## config.mk

```make
export PLATFORM = sky130hd
export DESIGN_NAME = cs_window_decoder
export DESIGN_NICKNAME = d
export VERILOG_FILES = /design/src/rtl/cs_window_pkg.sv /design/src/rtl/cs_region_regs.sv /design/src/rtl/cs_region_match.sv /design/src/rtl/cs_priority_pick.sv /design/src/rtl/cs_window_decoder.sv
export SDC_FILE = /design/constraint.sdc
export NUM_CORES = 1
export LEC_CHECK = 0
export BUFFER_PORTS_ARGS = -buffer_cell sky130_fd_sc_hd__buf_2
export CAP_MARGIN = 0
export CORE_MARGIN = 8
export CORE_UTILIZATION = 60
export CTS_CLUSTER_SIZE = 8
export DETAILED_ROUTE_END_ITERATION = 10
export PLACE_DENSITY = 0.8
export SLEW_MARGIN = 20
export SYNTH_ARGS = -nofsm -noshare
export SYNTH_HDL_FRONTEND = slang
export SYNTH_SLANG_ARGS = --single-unit
```

## constraint.sdc

```tcl
create_clock -name clk -period 7 [get_ports clk]
set_input_delay 1.75 -clock clk [delete_from_list [all_inputs] [get_ports clk]]
set_output_delay 1.75 -clock clk [all_outputs]
set_load 0.1 [all_outputs]
```

## src/rtl/cs_window_pkg.sv

```systemverilog
package cs_window_pkg;
   typedef enum logic [1:0] {
      BW_BYTE = 2'b00,
      BW_HALF = 2'b01,
      BW_WORD = 2'b10,
      BW_RSVD = 2'b11
   } bus_width_e;

   localparam int unsigned CSW_MIN_LOG2 = 16;
endpackage

```

## src/rtl/cs_region_regs.sv

```systemverilog
module cs_region_regs #(
   parameter int unsigned NUM_REGIONS = 8,
   parameter int unsigned ADDR_W      = 32,
   parameter int unsigned SIZE_W      = 4,
   parameter int unsigned WIDTH_W     = 2,
   localparam int unsigned IDX_W      = $clog2(NUM_REGIONS)
) (
   input  logic                                  clk,
   input  logic                                  rst_n,
   input  logic                                  wr_en,
   input  logic [IDX_W-1:0]                      wr_idx,
   input  logic                                  wr_enable,
   input  logic [ADDR_W-1:0]                     wr_base,
   input  logic [SIZE_W-1:0]                     wr_size,
   input  logic [WIDTH_W-1:0]                    wr_width,
   output logic [NUM_REGIONS-1:0]                en_q,
   output logic [NUM_REGIONS-1:0][ADDR_W-1:0]    base_q,
   output logic [NUM_REGIONS-1:0][SIZE_W-1:0]    size_q,
   output logic [NUM_REGIONS-1:0][WIDTH_W-1:0]   width_q
);
   for (genvar g = 0; g < NUM_REGIONS; g++) begin : g_reg
      always_ff @(posedge clk or negedge rst_n) begin
         if (!rst_n) begin
            en_q[g]    <= 1'b0;
            base_q[g]  <= '0;
            size_q[g]  <= '0;
            width_q[g] <= '0;
         end else if (wr_en && (wr_idx == IDX_W'(g))) begin
            en_q[g]    <= wr_enable;
            base_q[g]  <= wr_base;
            size_q[g]  <= wr_size;
            width_q[g] <= wr_width;
         end
      end
   end
endmodule

```

## src/rtl/cs_region_match.sv

```systemverilog
module cs_region_match #(
   parameter int unsigned ADDR_W   = 32,
   parameter int unsigned SIZE_W   = 4,
   parameter int unsigned MIN_LOG2 = 16,
   localparam int unsigned SH_W    = $clog2(ADDR_W) + 1
) (
   input  logic              enable,
   input  logic [ADDR_W-1:0] base,
   input  logic [SIZE_W-1:0] size_code,
   input  logic [ADDR_W-1:0] addr,
   output logic              hit
);
   logic [SH_W-1:0]   shamt;
   logic [ADDR_W-1:0] diff;

   always_comb begin
      shamt = SH_W'(MIN_LOG2) + SH_W'(size_code);
      diff  = addr ^ base;
      hit   = enable && ((diff >> shamt) == '0);
   end
endmodule

```

## src/rtl/cs_priority_pick.sv

```systemverilog
module cs_priority_pick #(
   parameter int unsigned NUM_REGIONS = 8,
   localparam int unsigned IDX_W      = $clog2(NUM_REGIONS)
) (
   input  logic [NUM_REGIONS-1:0] hit_vec,
   output logic                   any_hit,
   output logic [IDX_W-1:0]       win_idx,
   output logic [NUM_REGIONS-1:0] win_onehot
);
   always_comb begin
      win_idx = '0;
      for (int i = NUM_REGIONS - 1; i >= 0; i--) begin
         if (hit_vec[i]) win_idx = IDX_W'(i);
      end
      any_hit    = |hit_vec;
      win_onehot = any_hit ? (NUM_REGIONS'(1) << win_idx) : '0;
   end
endmodule

```

## src/rtl/cs_window_decoder.sv

```systemverilog
module cs_window_decoder
   import cs_window_pkg::*;
#(
   parameter int unsigned NUM_REGIONS = 8,
   parameter int unsigned ADDR_W      = 32,
   parameter int unsigned SIZE_W      = 4,
   parameter int unsigned WIDTH_W     = 2,
   parameter int unsigned MIN_LOG2    = CSW_MIN_LOG2
) (
   input  logic                             clk,
   input  logic                             rst_n,
   input  logic                             cfg_we,
   input  logic [$clog2(NUM_REGIONS)-1:0]   cfg_idx,
   input  logic                             cfg_en,
   input  logic [ADDR_W-1:0]                cfg_base,
   input  logic [SIZE_W-1:0]                cfg_size,
   input  logic [WIDTH_W-1:0]               cfg_width,
   input  logic [ADDR_W-1:0]                bus_addr,
   output logic [NUM_REGIONS-1:0]           cs_sel,
   output logic [WIDTH_W-1:0]               bus_width,
   output logic                             width_err
);
   localparam int unsigned IDX_W    = $clog2(NUM_REGIONS);
   localparam int unsigned TOP_LOW  = MIN_LOG2 + (1 << SIZE_W) - 1;

   if (NUM_REGIONS < 2) begin : g_bad_regions
      $error("cs_window_decoder: NUM_REGIONS must be at least 2");
   end
   if (TOP_LOW > ADDR_W - 1) begin : g_bad_span
      $error("cs_window_decoder: largest size code leaves no compared address bit");
   end
   if (WIDTH_W != $bits(bus_width_e)) begin : g_bad_width
      $error("cs_window_decoder: WIDTH_W must match the width code type");
   end

   logic [NUM_REGIONS-1:0]               en_q;
   logic [NUM_REGIONS-1:0][ADDR_W-1:0]   base_q;
   logic [NUM_REGIONS-1:0][SIZE_W-1:0]   size_q;
   logic [NUM_REGIONS-1:0][WIDTH_W-1:0]  width_q;
   logic [NUM_REGIONS-1:0]               hit_vec;
   logic                                 any_hit;
   logic [IDX_W-1:0]                     win_idx;
   logic [NUM_REGIONS-1:0]               win_onehot;
   bus_width_e                           win_width;
   logic                                 rsvd;

   cs_region_regs #(
      .NUM_REGIONS(NUM_REGIONS), .ADDR_W(ADDR_W),
      .SIZE_W(SIZE_W), .WIDTH_W(WIDTH_W)
   ) u_regs (
      .clk(clk), .rst_n(rst_n),
      .wr_en(cfg_we), .wr_idx(cfg_idx), .wr_enable(cfg_en),
      .wr_base(cfg_base), .wr_size(cfg_size), .wr_width(cfg_width),
      .en_q(en_q), .base_q(base_q), .size_q(size_q), .width_q(width_q)
   );

   for (genvar g = 0; g < NUM_REGIONS; g++) begin : g_match
      cs_region_match #(
         .ADDR_W(ADDR_W), .SIZE_W(SIZE_W), .MIN_LOG2(MIN_LOG2)
      ) u_match (
         .enable(en_q[g]), .base(base_q[g]), .size_code(size_q[g]),
         .addr(bus_addr), .hit(hit_vec[g])
      );
   end

   cs_priority_pick #(.NUM_REGIONS(NUM_REGIONS)) u_pick (
      .hit_vec(hit_vec), .any_hit(any_hit),
      .win_idx(win_idx), .win_onehot(win_onehot)
   );

   always_comb begin
      win_width = bus_width_e'(width_q[win_idx]);
      rsvd      = any_hit && (win_width == BW_RSVD);
      cs_sel    = rsvd ? '0 : win_onehot;
      bus_width = (any_hit && !rsvd) ? WIDTH_W'(win_width) : '0;
      width_err = rsvd;
   end
endmodule

```

==> metrics.txt, run 1 <==
Post-Syn Nets=889; ANT nets after route=0; Die Y=144 microns; register area share after synthesis=47.1%; Die X=144 microns; vias in the first global route=7,317; hold_sp=u_regs.width_q[14]; clk_lat worst skew=430 ps; Tot Pwr=3.33 mW; post-synth top area share=47.1%; number of max-cap violations=0; Area Growth Syn to Fin=15.6%; First-pass DRT Iterations=5; placed inst area=10,600 sq um; status=completed; Synth async-reset ratio=100%; yosys warns=0; Placed Cells=1,088; Die Area=20,600 sq um; Root Driver=clkbuf_16; FF-to-FF setup slack=5880 ps; GP Congestion=0.951; Yosys reg bits=184; cts bufs inserted=17; final setup skew=0 ps; R2R cell count=2; Post-synth top cells=184 x dfrtp_1, 183 x mux2_2, 64 x xor2_1; Initial Utilization=61.5%; # IOs=88; final worst setup slack=63.1 ps; EDFF count, synth=0; fin cells=1,124; Clk pwr share=26.4%; Post-synth top flop=dfrtp_1; VDD IR max=212 uV; CTS max path bufs=2; # setup viols final=0; total grt overflow=0; vias per cell=6.16; number of antenna diodes=0; Crit Path Max Fanout=7; Worst Hold Class=flop to flop; Syn Area/Cell=12.0 sq um; worst hold stages=1; internal power=2.23 mW; Via Count=6,926; reg2reg start=u_regs.size_q[4]; first-pass GRT wire length=41,400 microns; part of the power in combinational logic=28.5%; crit path DAT=5190 ps; critical path launch point type=primary input; final core utilization=71.1%; DR WL/cell=23.3 microns; end of the worst register-to-register path=u_regs.size_q[4]; Pwr Density=295 nW/um^2; Hold Fails Final Rpt=0; worst-margin pin slew=769 ps; f_max=144 MHz; core region area=15,900 sq um; final period utilization=99.1%; pins over their slew limit=0; DRC Markers=0; LEAKAGE=4.79 nW; Setup CP Type=primary input to primary output; Hold Path End=u_regs.width_q[14]; Worst slew margin=48.8%; total track usage=26.8%; Flop pwr share=45.1%; final WL=26,200 microns; share of post-route cells with drive strength above 1=39.3%; CTS tree=done; Layout Cell Area excl Fill=11,300 sq um; pin count of the biggest net entering global routing=80; min cycle time layout=6940 ps; H-tree depth=4; switching share of power=33.0%; most common cell in the netlist=dfrtp_1; Req. time, crit path=5250 ps; Post-Syn Area=9770 sq um; port buffer count=55; Synth cell types=64; Post-Syn Instances=812; setup TNS=0 ps; Core Rows=46; number of clock sinks=184; DP Wirelength=18,900 microns; dpl ws=-116 ps; CP Capture Type=primary output; Yosys top cell by area=dfrtp_1; initial antenna violation count=0; NetSw=1.10 mW; DRT iter0 DRCs=544; layout net count=972; worst hold slack=509 ps; ranking of synthesized cells by area=dfrtp_1 47%, mux2_2 21%, xor2_1 5.7%; Worst-path clk slew=60 ps
[critical path, cell delays in order]
cell and delay [ps]:
buf_2 170, xnor2_1 220, o21ai_0 270, a2111oi_0 440
o21ai_0 220, a21oi_1 220, a211oi_2 80, or2_4 320
buf_4 160, o311a_4 350, a32oi_4 220, a21oi_4 90
buf_12 140, nor4_4 280, buf_12 220
[how the worst max path moves through the flow]
stage,startpoint,endpoint,slack [ps],cells past startpoint
CTS,bus_addr[18],cs_sel[5],70,16
global route,bus_addr[28],cs_sel[5],-30,15
floorplan,bus_addr[27],cs_sel[5],-590,12
finish,bus_addr[28],cs_sel[5],60,15
detailed placement,bus_addr[20],width_err,-120,15
global placement,bus_addr[18],width_err,-40,15
[cells in the final DEF, fill, tap and decap left out, types with 3 or more instances in the layout]
master,instances
dfrtp_1,184
mux2_2,183
xnor2_1,63
xor2_1,63
buf_4,46
buf_2,45
nand2_1,42
a21oi_1,28
nor2_1,26
o21ai_0,24
clkbuf_16,17
mux2i_1,13
o211ai_1,12
inv_1,12
nand3_1,10
buf_12,10
nor3_2,8
o2111ai_1,6
o221a_2,6
a211oi_1,6
nor3_1,5
clkinv_2,5
nand4_1,4
and2_1,4
nand4b_1,4
clkinvlp_4,4
a211o_1,3
a2111oi_0,3
nor4_1,3
nor4b_1,3
[cell families (layout without fill, tap and decap cells)]
kind of cell / Yosys count / after routing / synth area share, %
flip-flops: 184 / 184 / 47.1
AND/OR/NAND/NOR: 128 / 128 / 6.74
buffers and inverters: 52 / 148 / 2.64
multiplexers: 196 / 196 / 22.4
AO/OA/AOI/OAI: 124 / 124 / 9.50
XOR/XNOR: 128 / 128 / 11.6
[final cells by class]
class	count	area [sq um]
Clock buffer	21	460
Clock inverter	11	72.6
Fill cell	1152	4600
Inverter	14	52.6
Multi-Input combinational cell	576	5050
Sequential cell	184	4600
Tap cell	216	270
Timing Repair Buffer	102	782
[metal layers]
metal / wire (microns) / GRT usage [%]
met1: 11400 / 36.3
met2: 12200 / 41.8
met5: 0 / 0
met4: 937 / 11.6
met3: 1670 / 4.61
[registers in the layout, summed over array words and instances, names as in the netlist]
name and cells:
u_regs.en_q 8, u_regs.size_q 32, u_regs.base_q 128, u_regs.width_q 16
[power groups by stage]
stage | Clock, mW | Sequential [mW] | Combinational (mW)
after floorplan | 0 | 1.45 | 0.660
after global placement | 0 | 1.49 | 0.867
after detailed placement | 0 | 1.51 | 0.900
after CTS | 0.890 | 1.50 | 0.911
after global routing | 0.932 | 1.53 | 1.02
final | 0.880 | 1.50 | 0.950
[timing repair]
item | CTS | global route
setup buffers | 0 | 4
cloned | 0 | 0
resized for setup | 4 | 12
pin swaps | 0 | 3
hold buffers | 0 | 0
endpoints found under the setup margin | 10 | 11
(Power assumes the default switching activity.)
==> run 2: changes to the inputs <==
--- a/config.mk
+++ b/config.mk
@@ -8,10 +8,10 @@
 export BUFFER_PORTS_ARGS = -buffer_cell sky130_fd_sc_hd__buf_2
 export CAP_MARGIN = 0
 export CORE_MARGIN = 8
-export CORE_UTILIZATION = 60
-export CTS_CLUSTER_SIZE = 8
+export CORE_UTILIZATION = 45
+export CTS_CLUSTER_SIZE = 10
 export DETAILED_ROUTE_END_ITERATION = 10
-export PLACE_DENSITY = 0.8
+export PLACE_DENSITY = 0.72
 export SLEW_MARGIN = 20
 export SYNTH_ARGS = -nofsm -noshare
 export SYNTH_HDL_FRONTEND = slang
==> run 2 against run 1 <==
Compared with the run above:
- critical path type unchanged
- clock skew is the same
- critical endpoint is now cs_sel[4]
- hold slack lost 0.55 ps
- final cell count grew 6.7%
==> metrics.txt, run 2 (same netlist as run 1, synthesis figures left out) <==
first-pass GRT wire length=41,500 microns; vias per cell=5.72; layout net count=982; pins over their slew limit=0; DR WL/cell=22.2 microns; critical path launch point type=primary input; Die X=163 microns; LEAKAGE=4.87 nW; ANT nets after route=0; Top Registers=u_regs.base_q (128), u_regs.size_q (32), u_regs.width_q (16); share of post-route cells with drive strength above 1=39.5%; max reg flops=128; Via Count=6,853; CP Capture Type=primary output; initial antenna violation count=1; core region area=21,600 sq um; Worst-path clk slew=60 ps; part of the power in combinational logic=27.9%; vias in the first global route=7,284; pin count of the biggest net entering global routing=116; # IOs=88; Die Y=163 microns; final period utilization=97.5%; CTS tree=done; Root Driver=clkbuf_16; cts bufs inserted=17; Initial Utilization=45.3%; number of clock sinks=184; number of max-cap violations=0; commonest non-fill, non-tap cell in the layout=dfrtp_1; min cycle time layout=6830 ps; most frequent cells in the layout=184 x dfrtp_1, 183 x mux2_2, 64 x xor2_1, 63 x xnor2_1, 55 x buf_4; Die Area=26,700 sq um; area occupied by multi-input gates=5020 sq um; Hold Fails Final Rpt=0; switching share of power=32.6%; worst-margin pin slew=939 ps; clk_lat worst skew=430 ps; DP Wirelength=18,900 microns; Largest Register=u_regs.base_q; # setup viols final=0; Flop pwr share=43.6%; crit path DAT=5080 ps; DRT iter0 DRCs=491; Pwr Density=298 nW/um^2; total grt overflow=0; Clk pwr share=28.6%; Setup CP Type=primary input to primary output; First-pass DRT Iterations=5; fin cells=1,199; CTS max path bufs=2; VDD IR max=218 uV; Area Growth Syn to Fin=17.9%; total track usage=20.6%; NetSw=1.12 mW; fill count=1,819; worst hold slack=508 ps; port buffer count=55; Placed Cells=1,165; GP Congestion=0.884; final core utilization=53.4%; Worst Hold Class=flop to flop; final setup skew=0 ps; status=completed; internal power=2.31 mW; Worst slew margin=37.4%; Hold-fix buffers, CTS=0; H-tree depth=4; Core Rows=54; DRC Markers=0; final WL=26,600 microns; f_max=146 MHz; sequential standard cell area=4600 sq um; Req. time, crit path=5250 ps; Crit Path Max Fanout=5
-- run 2: cell types whose count changed in the layout (fill, tap and decap cells not counted), moves of 2 or more --
cell	delta
bufinv_16	+2
buf_4	+9
clkinvlp_4	-3
clkinv_2	-4
buf_12	+2
a2111oi_2	+2
clkinv_4	+6
buf_2	-2
-- run 2: critical path: stages --
cell and delay (ps):
buf_2 140, buf_4 170, xnor2_1 360, mux2_2 230, a21oi_1 60, nor3b_1 290
o311ai_1 120, buf_4 170, a211oi_2 280, buf_4 190, nor2_1 60, buf_4 150
mux2i_1 140, a32oi_4 370, a21oi_4 100, nor4b_4 280, buf_12 210
-- run 2: per-layer routing --
metal  global-route usage [%]  routed length (microns)  up-vias
met5                        0                        0        -
met3                     5.09                     1570       65
met2                     32.7                    12200      204
li1                         -                        -     3116
met1                     25.7                    11600     3468
met4                     10.2                     1170        0
-- run 2: worst paths after layout --
path | from | end | slack, ps | cells past startpoint
worst max-delay path | bus_addr[24] | cs_sel[4] | 170 | 17
worst min-delay path | u_regs.en_q[0] | u_regs.en_q[0] | 510 | 1
worst max register to register | u_regs.size_q[4] | u_regs.size_q[4] | 5810 | 2
worst min register to register | u_regs.en_q[0] | u_regs.en_q[0] | 510 | 1
max in group asynchronous | rst_n | u_regs.size_q[22] | 4150 | 2
min in group asynchronous | rst_n | u_regs.base_q[49] | 1420 | 1
-- run 2: cell type report --
type	count	share of cell area (%)
multi-input combinational	577	43.6
timing repair buffer	111	7.66
inverter	14	0.456
clock inverter	12	1.24
antenna	1	0.0217
clock buffer	20	3.97
tap	280	3.04
sequential	184	40.0
-- run 2: power groups by stage --
stage	Sequential, mW	Clock (mW)	Combinational, mW
after floorplan	1.45	0	0.660
after global placement	1.49	0	0.907
after detailed placement	1.51	0	0.928
after CTS	1.49	0.992	0.936
after global routing	1.53	1.03	1.03
final	1.50	0.981	0.957
-- run 2: metrics by stage --
stage | total power [mW] | area [sq um] | setup slack (ps) | setup TNS (ps)
after floorplan | 2.11 | 9810 | -592 | -1850
after global placement | 2.40 | 10900 | 81.2 | 0
after detailed placement | 2.44 | 10900 | 24.4 | 0
after CTS | 3.42 | 11500 | 18.0 | 0
after global routing | 3.60 | 11500 | -12.1 | -14.5
final | 3.44 | 11500 | 172 | 0
-- run 2: timing repair --
item | in CTS | in global routing
gates resized for setup | 0 | 10
setup buffers | 0 | 0
endpoints found under the setup margin | 0 | 10
